==> config.mk <==
export PLATFORM = sky130hd
export DESIGN_NAME = pcie_bringup_seq
export DESIGN_NICKNAME = d
export VERILOG_FILES = /design/src/rtl/pcie_bup_pkg.sv /design/src/rtl/pcie_bup_tick.sv /design/src/rtl/pcie_bup_wait.sv /design/src/rtl/pcie_bup_linkchk.sv /design/src/rtl/pcie_bringup_seq.sv
export SDC_FILE = /design/constraint.sdc
export NUM_CORES = 1
export LEC_CHECK = 0
export ABC_AREA = 1
export BUFFER_PORTS_ARGS = -buffer_cell sky130_fd_sc_hd__buf_2
export CELL_PAD_IN_SITES_DETAIL_PLACEMENT = 1
export CELL_PAD_IN_SITES_GLOBAL_PLACEMENT = 1
export CORE_MARGIN = 2
export CORE_UTILIZATION = 24
export DETAILED_ROUTE_END_ITERATION = 12
export PLACE_DENSITY_LB_ADDON = 0.1
export SKIP_LAST_GASP = 1
export SLEW_MARGIN = 20
export SYNTH_ARGS = -nofsm -noshare
export SYNTH_HDL_FRONTEND = slang
export SYNTH_HIERARCHICAL = 1
export SYNTH_SLANG_ARGS = --single-unit
==> constraint.sdc <==
create_clock -name clk -period 3.7 [get_ports clk]
set_input_delay 0.185 -clock clk [delete_from_list [all_inputs] [get_ports clk]]
set_output_delay 0.185 -clock clk [all_outputs]
set_load 0.005 [all_outputs]
==> src/rtl/pcie_bup_pkg.sv <==
package pcie_bup_pkg;

    typedef enum logic [3:0] {
        ST_IDLE     = 4'd0,
        ST_HOLD     = 4'd1,
        ST_PLL      = 4'd2,
        ST_REL_AP   = 4'd3,
        ST_CLK_BUS  = 4'd4,
        ST_CLK_CA   = 4'd5,
        ST_REL_CA   = 4'd6,
        ST_CLK_PORT = 4'd7,
        ST_PIN_LOW  = 4'd8,
        ST_PIN_HIGH = 4'd9,
        ST_POLL     = 4'd10,
        ST_DONE     = 4'd11,
        ST_FAIL     = 4'd12
    } seq_state_e;

    // reset control bit positions (1 = domain released)
    localparam int unsigned RB_CORE_A = 0;
    localparam int unsigned RB_CORE_B = 1;
    localparam int unsigned RB_APB    = 2;
    localparam int unsigned RB_PHY    = 3;
    localparam int unsigned RST_BITS  = 4;

    // clock enable bit positions
    localparam int unsigned CB_BUS    = 0;
    localparam int unsigned CB_CORE_A = 1;
    localparam int unsigned CB_PORT   = 2;
    localparam int unsigned CLK_BITS  = 3;

endpackage

==> src/rtl/pcie_bup_tick.sv <==
// Microsecond prescaler: pulses tick_o once every DIV cycles, restarts on clr_i.
module pcie_bup_tick #(
    parameter int unsigned DIV = 200
) (
    input  logic clk,
    input  logic rst_n,
    input  logic clr_i,
    output logic tick_o
);
    localparam int unsigned W = $clog2(DIV + 1);
    localparam logic [W-1:0] LAST = W'(DIV - 1);

    logic [W-1:0] cnt_d, cnt_q;

    always_comb begin
        cnt_d = cnt_q;
        if (clr_i || cnt_q == LAST) begin
            cnt_d = '0;
        end else begin
            cnt_d = cnt_q + 1'b1;
        end
    end

    always_ff @(posedge clk or negedge rst_n) begin
        if (!rst_n) begin
            cnt_q <= '0;
        end else begin
            cnt_q <= cnt_d;
        end
    end

    assign tick_o = (cnt_q == LAST);

endmodule

==> src/rtl/pcie_bup_wait.sv <==
// Handshake wait budget: expired_o is high in the LIMIT-th cycle since clr_i.
module pcie_bup_wait #(
    parameter int unsigned LIMIT = 1024
) (
    input  logic clk,
    input  logic rst_n,
    input  logic clr_i,
    output logic expired_o
);
    localparam int unsigned W = $clog2(LIMIT + 1);
    localparam logic [W-1:0] LAST = W'(LIMIT - 1);

    logic [W-1:0] cnt_d, cnt_q;

    always_comb begin
        cnt_d = cnt_q;
        if (clr_i) begin
            cnt_d = '0;
        end else if (cnt_q != LAST) begin
            cnt_d = cnt_q + 1'b1;
        end
    end

    always_ff @(posedge clk or negedge rst_n) begin
        if (!rst_n) begin
            cnt_q <= '0;
        end else begin
            cnt_q <= cnt_d;
        end
    end

    assign expired_o = (cnt_q == LAST);

endmodule

==> src/rtl/pcie_bup_linkchk.sv <==
// Three-condition link-up qualifier.
module pcie_bup_linkchk #(
    parameter int unsigned LINK_W       = 6,
    parameter int unsigned LINK_UP_CODE = 17
) (
    input  logic              phy_up_i,
    input  logic              dl_up_i,
    input  logic [LINK_W-1:0] link_state_i,
    output logic              up_o
);
    localparam logic [LINK_W-1:0] UP_CODE = LINK_W'(LINK_UP_CODE);

    assign up_o = phy_up_i && dl_up_i && (link_state_i == UP_CODE);

endmodule

==> src/rtl/pcie_bringup_seq.sv <==
module pcie_bringup_seq
    import pcie_bup_pkg::*;
#(
    parameter int unsigned US_CYCLES    = 200,
    parameter int unsigned PORT_RST_US  = 10000,
    parameter int unsigned POLL_US      = 10,
    parameter int unsigned POLL_MAX     = 500000,
    parameter int unsigned ACK_TIMEOUT  = 1024,
    parameter int unsigned LINK_W       = 6,
    parameter int unsigned LINK_UP_CODE = 17
) (
    input  logic              clk,
    input  logic              rst_n,
    input  logic              start_i,
    output logic              pll_req_o,
    input  logic              pll_ack_i,
    output logic [2:0]        clk_en_o,
    input  logic [2:0]        clk_ack_i,
    output logic [3:0]        rst_ctrl_o,
    output logic              port_rst_n_o,
    output logic              train_en_o,
    input  logic              phy_up_i,
    input  logic              dl_up_i,
    input  logic [LINK_W-1:0] link_state_i,
    output logic              done_o,
    output logic              err_o,
    output logic [3:0]        state_o
);
    localparam int unsigned US_MAX = (PORT_RST_US > POLL_US) ? PORT_RST_US : POLL_US;
    localparam int unsigned US_W   = $clog2(US_MAX + 1);
    localparam int unsigned TRY_W  = $clog2(POLL_MAX + 1);
    localparam logic [US_W-1:0]  PIN_LAST  = US_W'(PORT_RST_US - 1);
    localparam logic [US_W-1:0]  POLL_LAST = US_W'(POLL_US - 1);
    localparam logic [TRY_W-1:0] TRY_LAST  = TRY_W'(POLL_MAX - 1);

    typedef struct packed {
        seq_state_e          st;
        logic [RST_BITS-1:0] rst;
        logic [CLK_BITS-1:0] cen;
        logic                pll;
        logic                pin_n;
        logic                train;
        logic                done;
        logic                err;
        logic [US_W-1:0]     us;
        logic [TRY_W-1:0]    tries;
    } seq_regs_t;

    seq_regs_t r_d, r_q;

    logic us_tick;
    logic ack_expired;
    logic link_up;
    logic phase_chg;

    assign phase_chg = (r_d.st != r_q.st);

    pcie_bup_tick #(.DIV(US_CYCLES)) u_tick (
        .clk    (clk),
        .rst_n  (rst_n),
        .clr_i  (phase_chg),
        .tick_o (us_tick)
    );

    pcie_bup_wait #(.LIMIT(ACK_TIMEOUT)) u_wait (
        .clk       (clk),
        .rst_n     (rst_n),
        .clr_i     (phase_chg),
        .expired_o (ack_expired)
    );

    pcie_bup_linkchk #(.LINK_W(LINK_W), .LINK_UP_CODE(LINK_UP_CODE)) u_link (
        .phy_up_i     (phy_up_i),
        .dl_up_i      (dl_up_i),
        .link_state_i (link_state_i),
        .up_o         (link_up)
    );

    always_comb begin
        r_d = r_q;
        unique case (r_q.st)
            ST_IDLE, ST_DONE, ST_FAIL: begin
                if (start_i) begin
                    r_d.st    = ST_HOLD;
                    r_d.rst   = '0;
                    r_d.cen   = '0;
                    r_d.pll   = 1'b0;
                    r_d.pin_n = 1'b1;
                    r_d.train = 1'b0;
                    r_d.done  = 1'b0;
                    r_d.err   = 1'b0;
                end
            end
            ST_HOLD: begin
                r_d.st  = ST_PLL;
                r_d.pll = 1'b1;
            end
            ST_PLL: begin
                if (pll_ack_i) begin
                    r_d.st          = ST_REL_AP;
                    r_d.rst[RB_APB] = 1'b1;
                    r_d.rst[RB_PHY] = 1'b1;
                end else if (ack_expired) begin
                    r_d.st  = ST_FAIL;
                    r_d.err = 1'b1;
                end
            end
            ST_REL_AP: begin
                r_d.st          = ST_CLK_BUS;
                r_d.cen[CB_BUS] = 1'b1;
            end
            ST_CLK_BUS: begin
                if (clk_ack_i[CB_BUS]) begin
                    r_d.st             = ST_CLK_CA;
                    r_d.cen[CB_CORE_A] = 1'b1;
                end else if (ack_expired) begin
                    r_d.st  = ST_FAIL;
                    r_d.err = 1'b1;
                end
            end
            ST_CLK_CA: begin
                if (clk_ack_i[CB_CORE_A]) begin
                    r_d.st             = ST_REL_CA;
                    r_d.rst[RB_CORE_A] = 1'b1;
                end else if (ack_expired) begin
                    r_d.st  = ST_FAIL;
                    r_d.err = 1'b1;
                end
            end
            ST_REL_CA: begin
                r_d.st           = ST_CLK_PORT;
                r_d.cen[CB_PORT] = 1'b1;
            end
            ST_CLK_PORT: begin
                if (clk_ack_i[CB_PORT]) begin
                    r_d.st    = ST_PIN_LOW;
                    r_d.pin_n = 1'b0;
                    r_d.us    = '0;
                end else if (ack_expired) begin
                    r_d.st  = ST_FAIL;
                    r_d.err = 1'b1;
                end
            end
            ST_PIN_LOW: begin
                if (us_tick) begin
                    if (r_q.us == PIN_LAST) begin
                        r_d.st    = ST_PIN_HIGH;
                        r_d.pin_n = 1'b1;
                    end else begin
                        r_d.us = r_q.us + 1'b1;
                    end
                end
            end
            ST_PIN_HIGH: begin
                r_d.st    = ST_POLL;
                r_d.train = 1'b1;
                r_d.us    = '0;
                r_d.tries = '0;
            end
            ST_POLL: begin
                if (us_tick) begin
                    if (r_q.us == POLL_LAST) begin
                        r_d.us = '0;
                        if (link_up) begin
                            r_d.st   = ST_DONE;
                            r_d.done = 1'b1;
                        end else if (r_q.tries == TRY_LAST) begin
                            r_d.st  = ST_FAIL;
                            r_d.err = 1'b1;
                        end else begin
                            r_d.tries = r_q.tries + 1'b1;
                        end
                    end else begin
                        r_d.us = r_q.us + 1'b1;
                    end
                end
            end
            default: begin
                r_d.st = ST_IDLE;
            end
        endcase
    end

    always_ff @(posedge clk or negedge rst_n) begin
        if (!rst_n) begin
            r_q <= '{st: ST_IDLE, rst: '0, cen: '0, pll: 1'b0, pin_n: 1'b1,
                     train: 1'b0, done: 1'b0, err: 1'b0, us: '0, tries: '0};
        end else begin
            r_q <= r_d;
        end
    end

    assign pll_req_o    = r_q.pll;
    assign clk_en_o     = r_q.cen;
    assign rst_ctrl_o   = r_q.rst;
    assign port_rst_n_o = r_q.pin_n;
    assign train_en_o   = r_q.train;
    assign done_o       = r_q.done;
    assign err_o        = r_q.err;
    assign state_o      = r_q.st;

endmodule

# Yosys cells after proc, flatten, opt, wreduce, memory -nomap -nowiden
# Index checks and enable logic that the tools add are counted.
[word_totals]
reg_bits = 67
input_bits = 15
out_inout_bits = 16
elab_cells = 138
[op_classes]
n_addsub = 4
eq_ne = 38
muxes = 51
reduce_logical = 30
[ops]
columns = ["operator", "n"]
rows = [
  ["$mux W19", 3],
  ["$mux W14", 4],
  ["$pmux W14 S4", 1],
  ["$mux W4", 11],
  ["$pmux W4 S11", 1],
  ["$pmux W19 S2", 1],
  ["$mux W35", 1],
  ["$ne A2 B2 Y1 const B", 16],
  ["$mux W11", 2],
  ["$eq A4 B4 Y1 const B", 5],
  ["$reduce_and A5 Y1", 4],
  ["$reduce_bool A2 Y1", 10],
  ["$add A19 B1 Y19 const B", 1],
  ["$eq A19 B19 Y1 const B", 1],
  ["$eq A4 B3 Y1 const B", 4],
  ["$mux W16", 1],
  ["$add A14 B1 Y14 const B", 1],
  ["$eq A14 B14 Y1 const B", 1],
  ["$eq A14 B4 Y1 const B", 1],
  ["$pmux W1 S2", 7],
  ["$mux W1", 13],
  ["$add A11 B1 Y11 const B", 1],
  ["$eq A11 B10 Y1 const B", 1],
  ["$ne A11 B10 Y1 const B", 1],
  ["other kinds (22)", 31],
]

# Longest topological paths before layout
[depth]
ltp_word = 9
ltp_mapped = 19
ltp_nobuf = 19

# Hierarchy
# The synthesis kept the hierarchy.
[by_module_without_submodules]
columns = ["mod", "instances", "cells_each", "area_per_inst_um2", "seq_area_each_um2"]
rows = [
  ["pcie_bringup_seq", 1, 493, 3268.1, 1177.4],
  ["pcie_bup_wait", 1, 74, 603.1, 275.3],
  ["pcie_bup_tick", 1, 57, 431.7, 200.2],
  ["pcie_bup_linkchk", 1, 10, 42.5, 0.0],
]

# Worst setup path before layout
# No wires, ideal clock.
[synth_timing]
path_type = "register to register"
from = "register u_wait.cnt_q[0]"
to = "register u_wait.cnt_q[10]"
setup_ns = 0.063
arrival_time_ns = 2.268
required_ns = 3.637
setup_slack_ns = 1.369
stages_incl_launch_ff = 20
path_buffers = 0
synth_period_minus_slack_ns = 2.331
path_cell_list = "dfrtp_1 > ha_1 > nand3_2 > nor2_4 > nand3_4 > inv_1 > inv_1 > nand2_1 > o21ai_0 > nand3_1 > nor2_1 > nand2_1 > nand2_1 > nand2_1 > inv_1 > nand3_1 > inv_1 > nand2_1 > o21bai_1 > inv_1"
[synth_rtl]
columns = ["element", "line_no", "text"]
rows = [
  ["start: declaration", "pcie_bup_wait.sv:13", "logic [W-1:0] cnt_d, cnt_q;"],
  ["start signal: assignment", "pcie_bup_wait.sv:28", "cnt_q <= cnt_d;"],
]

# Worst setup path in the final report
[layout_timing]
from = "register u_wait.cnt_q[0]"
to = "register u_wait.cnt_q[10]"
[layout_via]
elab_chain_cells = 6
word_cells_on_any_way = 13
cone_classes = "1 x add/sub; 3 x eq/ne; 8 x mux; 1 x reduce/logical"
[layout_lines]
columns = ["element", "line_no", "text"]
rows = [
  ["$eq A11 B10 Y1 (*)", "pcie_bup_wait.sv:32", "assign expired_o = (cnt_q == LAST);"],
  ["via ack_expired", "pcie_bringup_seq.sv:52", "logic ack_expired;"],
  ["$mux W4 (*)", "n/a", ""],
  ["$mux W4 (on tied branches)", "n/a", ""],
  ["$pmux W4 S11 (*)", "pcie_bringup_seq.sv:81", "unique case (r_q.st)"],
  ["$ne A4 B4 Y1 (*)", "pcie_bringup_seq.sv:56", "assign phase_chg = (r_d.st != r_q.st);"],
  ["via phase_chg", "pcie_bringup_seq.sv:54", "logic phase_chg;"],
  ["$mux W11 / $reduce_bool A2 Y1 (equally long branches)", "n/a", ""],
]
# Mark *: on every way through the listed nets, which the timed path passes. The rest lies on a longest branch. The select of a mux whose other input is x is not followed.
# A chain may end at the register's enable or synchronous reset.

==> qor.yml <==
final_layout:
  final_cell_mix: "nand2_1 (172), nor2_1 (86), inv_1 (66), dfrtp_1 (65), nand3_1 (60)"
  drive_gt1_frac: 0.120
  final_common_cell: "nand2_1"
  fin_util: 0.280
  layout.nets: 676
  num_antenna_cells: 0
  fillers: 2201
  area_growth_pct: 14.8
pwr:
  pwr-share-clk: 0.329
  seq_power_share: 0.333
  combPwrFrac: 0.338
  swShare: 0.400
  p_leak_uw: 0.00231
  p_int_uw: 1800
  power.density_nw_per_um2: 601
  irDropWorstVdd_uv: 260
  netSwitchingPower_uw: 1200
  power_uw: 3000
yosys:
  async_reset_ff_frac: 1.00
  syn_area_sq_um: 4350
  avgSynthCellArea_sq_um: 6.85
  synth_ff_type: "dfrtp_1"
  syn_inst: 634
  synth_edf_count: 0
  synth_cell_type_count: 37
  ys_warn_count: 6
  synth_seq_cells: 66
  syn-num-nets: 655
  yosysSeqAreaShare: 0.380
cts:
  ctsResizeCount: 0
  cts_root_buffer: "clkbuf_16"
  cts_tree: "yes"
  clk_latency_ns: 0.34
  post_cts_buffers: 0
  cts_max_level: 3
  cts.sinks: 66
  hold_buffers: 0
  path_clk_slew_ns: 0.06
  cts_max_path_buffers: 2
  cts-buffers-inserted: 9
critical_path:
  critPathKind: "register to register"
  cp.arrival_ns: 3.29
  worstPathRequired_ns: 3.98
  timing.rr.end: "u_wait/cnt_q[10]"
  reg2regPathDepth: 18
  crit_path_start: "u_wait/cnt_q[0]"
  r2r-start: "u_wait/cnt_q[0]"
  r2r_slack_ns: 0.69
  critPathCapture: "u_wait/cnt_q[10]"
  critPathCaptureType: "register"
  critPathLaunchType: "register"
  crit_fanout: 8
floorplan:
  ioPinCount: 31
  core_sq_um: 17800
  start_util: 0.244
  die_height_um: 139
  fp.dieW_um: 139
  fp-row-count: 49
  dieArea_sq_um: 19200
sta:
  rsz0062_at_grt: "no"
  tns_ns: 0
  fin_hold_ws_ns: -0.0159
  slew_violations: 0
  skew_ns: 0.00715
  slew_headroom: 0.386
  tightest_slew_ns: 0.920
  min_period_ns: 3.01
  setup_viol: 0
  max_freq_ghz: 0.332
  hold_viol: 17
  fin_crit_sh: 0.814
routing:
  drt_iter0_markers: 129
  drt_first_pass_iters: 4
  route.vias.total: 4096
  wire_per_inst_um: 14.8
  viasPerCell: 4.61
  drt-total-wl_mm: 13.1
  drtAntennaViolNets: 0
  drcViolationCount: 0
grt:
  grt_pass1_wl_mm: 22.6
  antenna_found_initial: 0
  grt_max_degree: 67
  grt_pass1_vias: 4348
  track_usage: 0.145
  grt_remaining_overflow: 0
run:
  drv_cap: 0
placement:
  dp_hpwl_mm: 9.85
  gp_congestion: 0.827
  portBuffers: 29
run_status:
  status: "complete, but fails checks"
  violations: "hold timing"
hold_path:
  hold_path.class: "primary input to async pin"
[power by group through the flow]
stage                     clock network, uW  registers [uW]  logic [uW]
after global routing                   1050            1020        1180
after CTS                              1020            1000        1040
final                                   986             999        1010
after global placement                    0            1010        1030
after floorplan                           0             968         753
after detailed placement                  0            1010        1030
[worst max-delay path: stages (launching register included)]
cell and delay [ns]:
dfrtp_1 0.44, ha_1 0.24, nand3_2 0.14, nor2_4 0.16, nand3_4 0.15, inv_1 0.18
inv_1 0.10, a21oi_1 0.18, nand3_1 0.08, o21ai_0 0.09, inv_1 0.08, nand3_1 0.07
nand2_1 0.09, inv_1 0.06, nand3_1 0.28, inv_1 0.33, nand2_1 0.08, o21bai_1 0.16
inv_1 0.05
[registers in the layout, summed over array words and instances (netlist names)]
| signal | cells |
|---|---|
| clk_en_o | 3 |
| state_o | 4 |
| err_o | 1 |
| done_o | 1 |
| u_wait/cnt_q | 11 |
| train_en_o | 1 |
| u_tick/cnt_q | 8 |
| pll_req_o | 1 |
| r_q | 33 |
| port_rst_n_o | 1 |
| rst_ctrl_o | 2 |
[cells in the mapped netlist, types with 3 or more instances]
library cell | number | area, sq um
or2_2 | 9 | 56.3
clkbuf_1 | 5 | 18.8
nand2_2 | 5 | 31.3
buf_4 | 14 | 105
xor2_1 | 14 | 123
o21ai_0 | 44 | 220
inv_1 | 66 | 248
a21oi_1 | 21 | 105
ha_1 | 6 | 75.1
nor2_1 | 86 | 323
nand4_1 | 13 | 81.3
nand2_1 | 172 | 646
nand3b_1 | 4 | 30.0
nor2_4 | 3 | 33.8
dfrtp_1 | 65 | 1630
inv_2 | 4 | 15.0
nand3_1 | 60 | 300
nor2_2 | 5 | 31.3
nor3_1 | 14 | 70.1
o21ai_1 | 4 | 20.0
[cell families (layout without fill, tap and decap cells)]
logic type / after synthesis / after routing / synth area share
buffers and inverters: 92 / 118 / 0.0953
other: 1 / 1 / 0.000863
AND/OR/NAND/NOR: 374 / 374 / 0.377
adder cells (fa/ha/maj): 6 / 6 / 0.0173
AO/OA/AOI/OAI: 79 / 79 / 0.0970
flip-flops: 66 / 66 / 0.380
XOR/XNOR: 16 / 16 / 0.0323
[metrics by stage]
stage / instance area, sq um / setup slack, ns / std cells
detailed placement: 4650 / 0.674 / 873
CTS: 4990 / 0.645 / 889
finish: 4990 / 0.689 / 889
floorplan: 4350 / 1.37 / 634
global placement: 4650 / 0.659 / 873
global route: 4990 / 0.241 / 889
[routing by layer]
metal / wire length [um] / up-vias / GRT usage
li1: - / 2068 / -
met1: 6340 / 1992 / 0.185
met2: 6350 / 26 / 0.253
met3: 239 / 10 / 0.0214
met4: 201 / 0 / 0.0499
met5: 0 / - / 0
[worst min-delay path by stage]
stage,startpoint,end,slack [ns],cells after the start
floorplan,rst_n,clk_en_o[0],-0.11,0
global placement,rst_n,u_wait/cnt_q[7],0.40,1
detailed placement,rst_n,u_wait/cnt_q[7],0.40,1
CTS,rst_n,u_wait/cnt_q[7],0.03,1
global route,rst_n,u_wait/cnt_q[7],0.06,1
finish,rst_n,u_wait/cnt_q[7],-0.02,1
[cell type report]
class / count / area (sq um) / share of cell area
inverter: 70 / 263 / 0.0527
sequential: 66 / 1650 / 0.331
clock inverter: 4 / 72.6 / 0.0145
timing repair buffer: 32 / 170 / 0.0341
tap: 229 / 287 / 0.0574
clock buffer: 12 / 267 / 0.0534
multi-input combinational: 476 / 2280 / 0.457
Power figures use the tool's default switching activity.
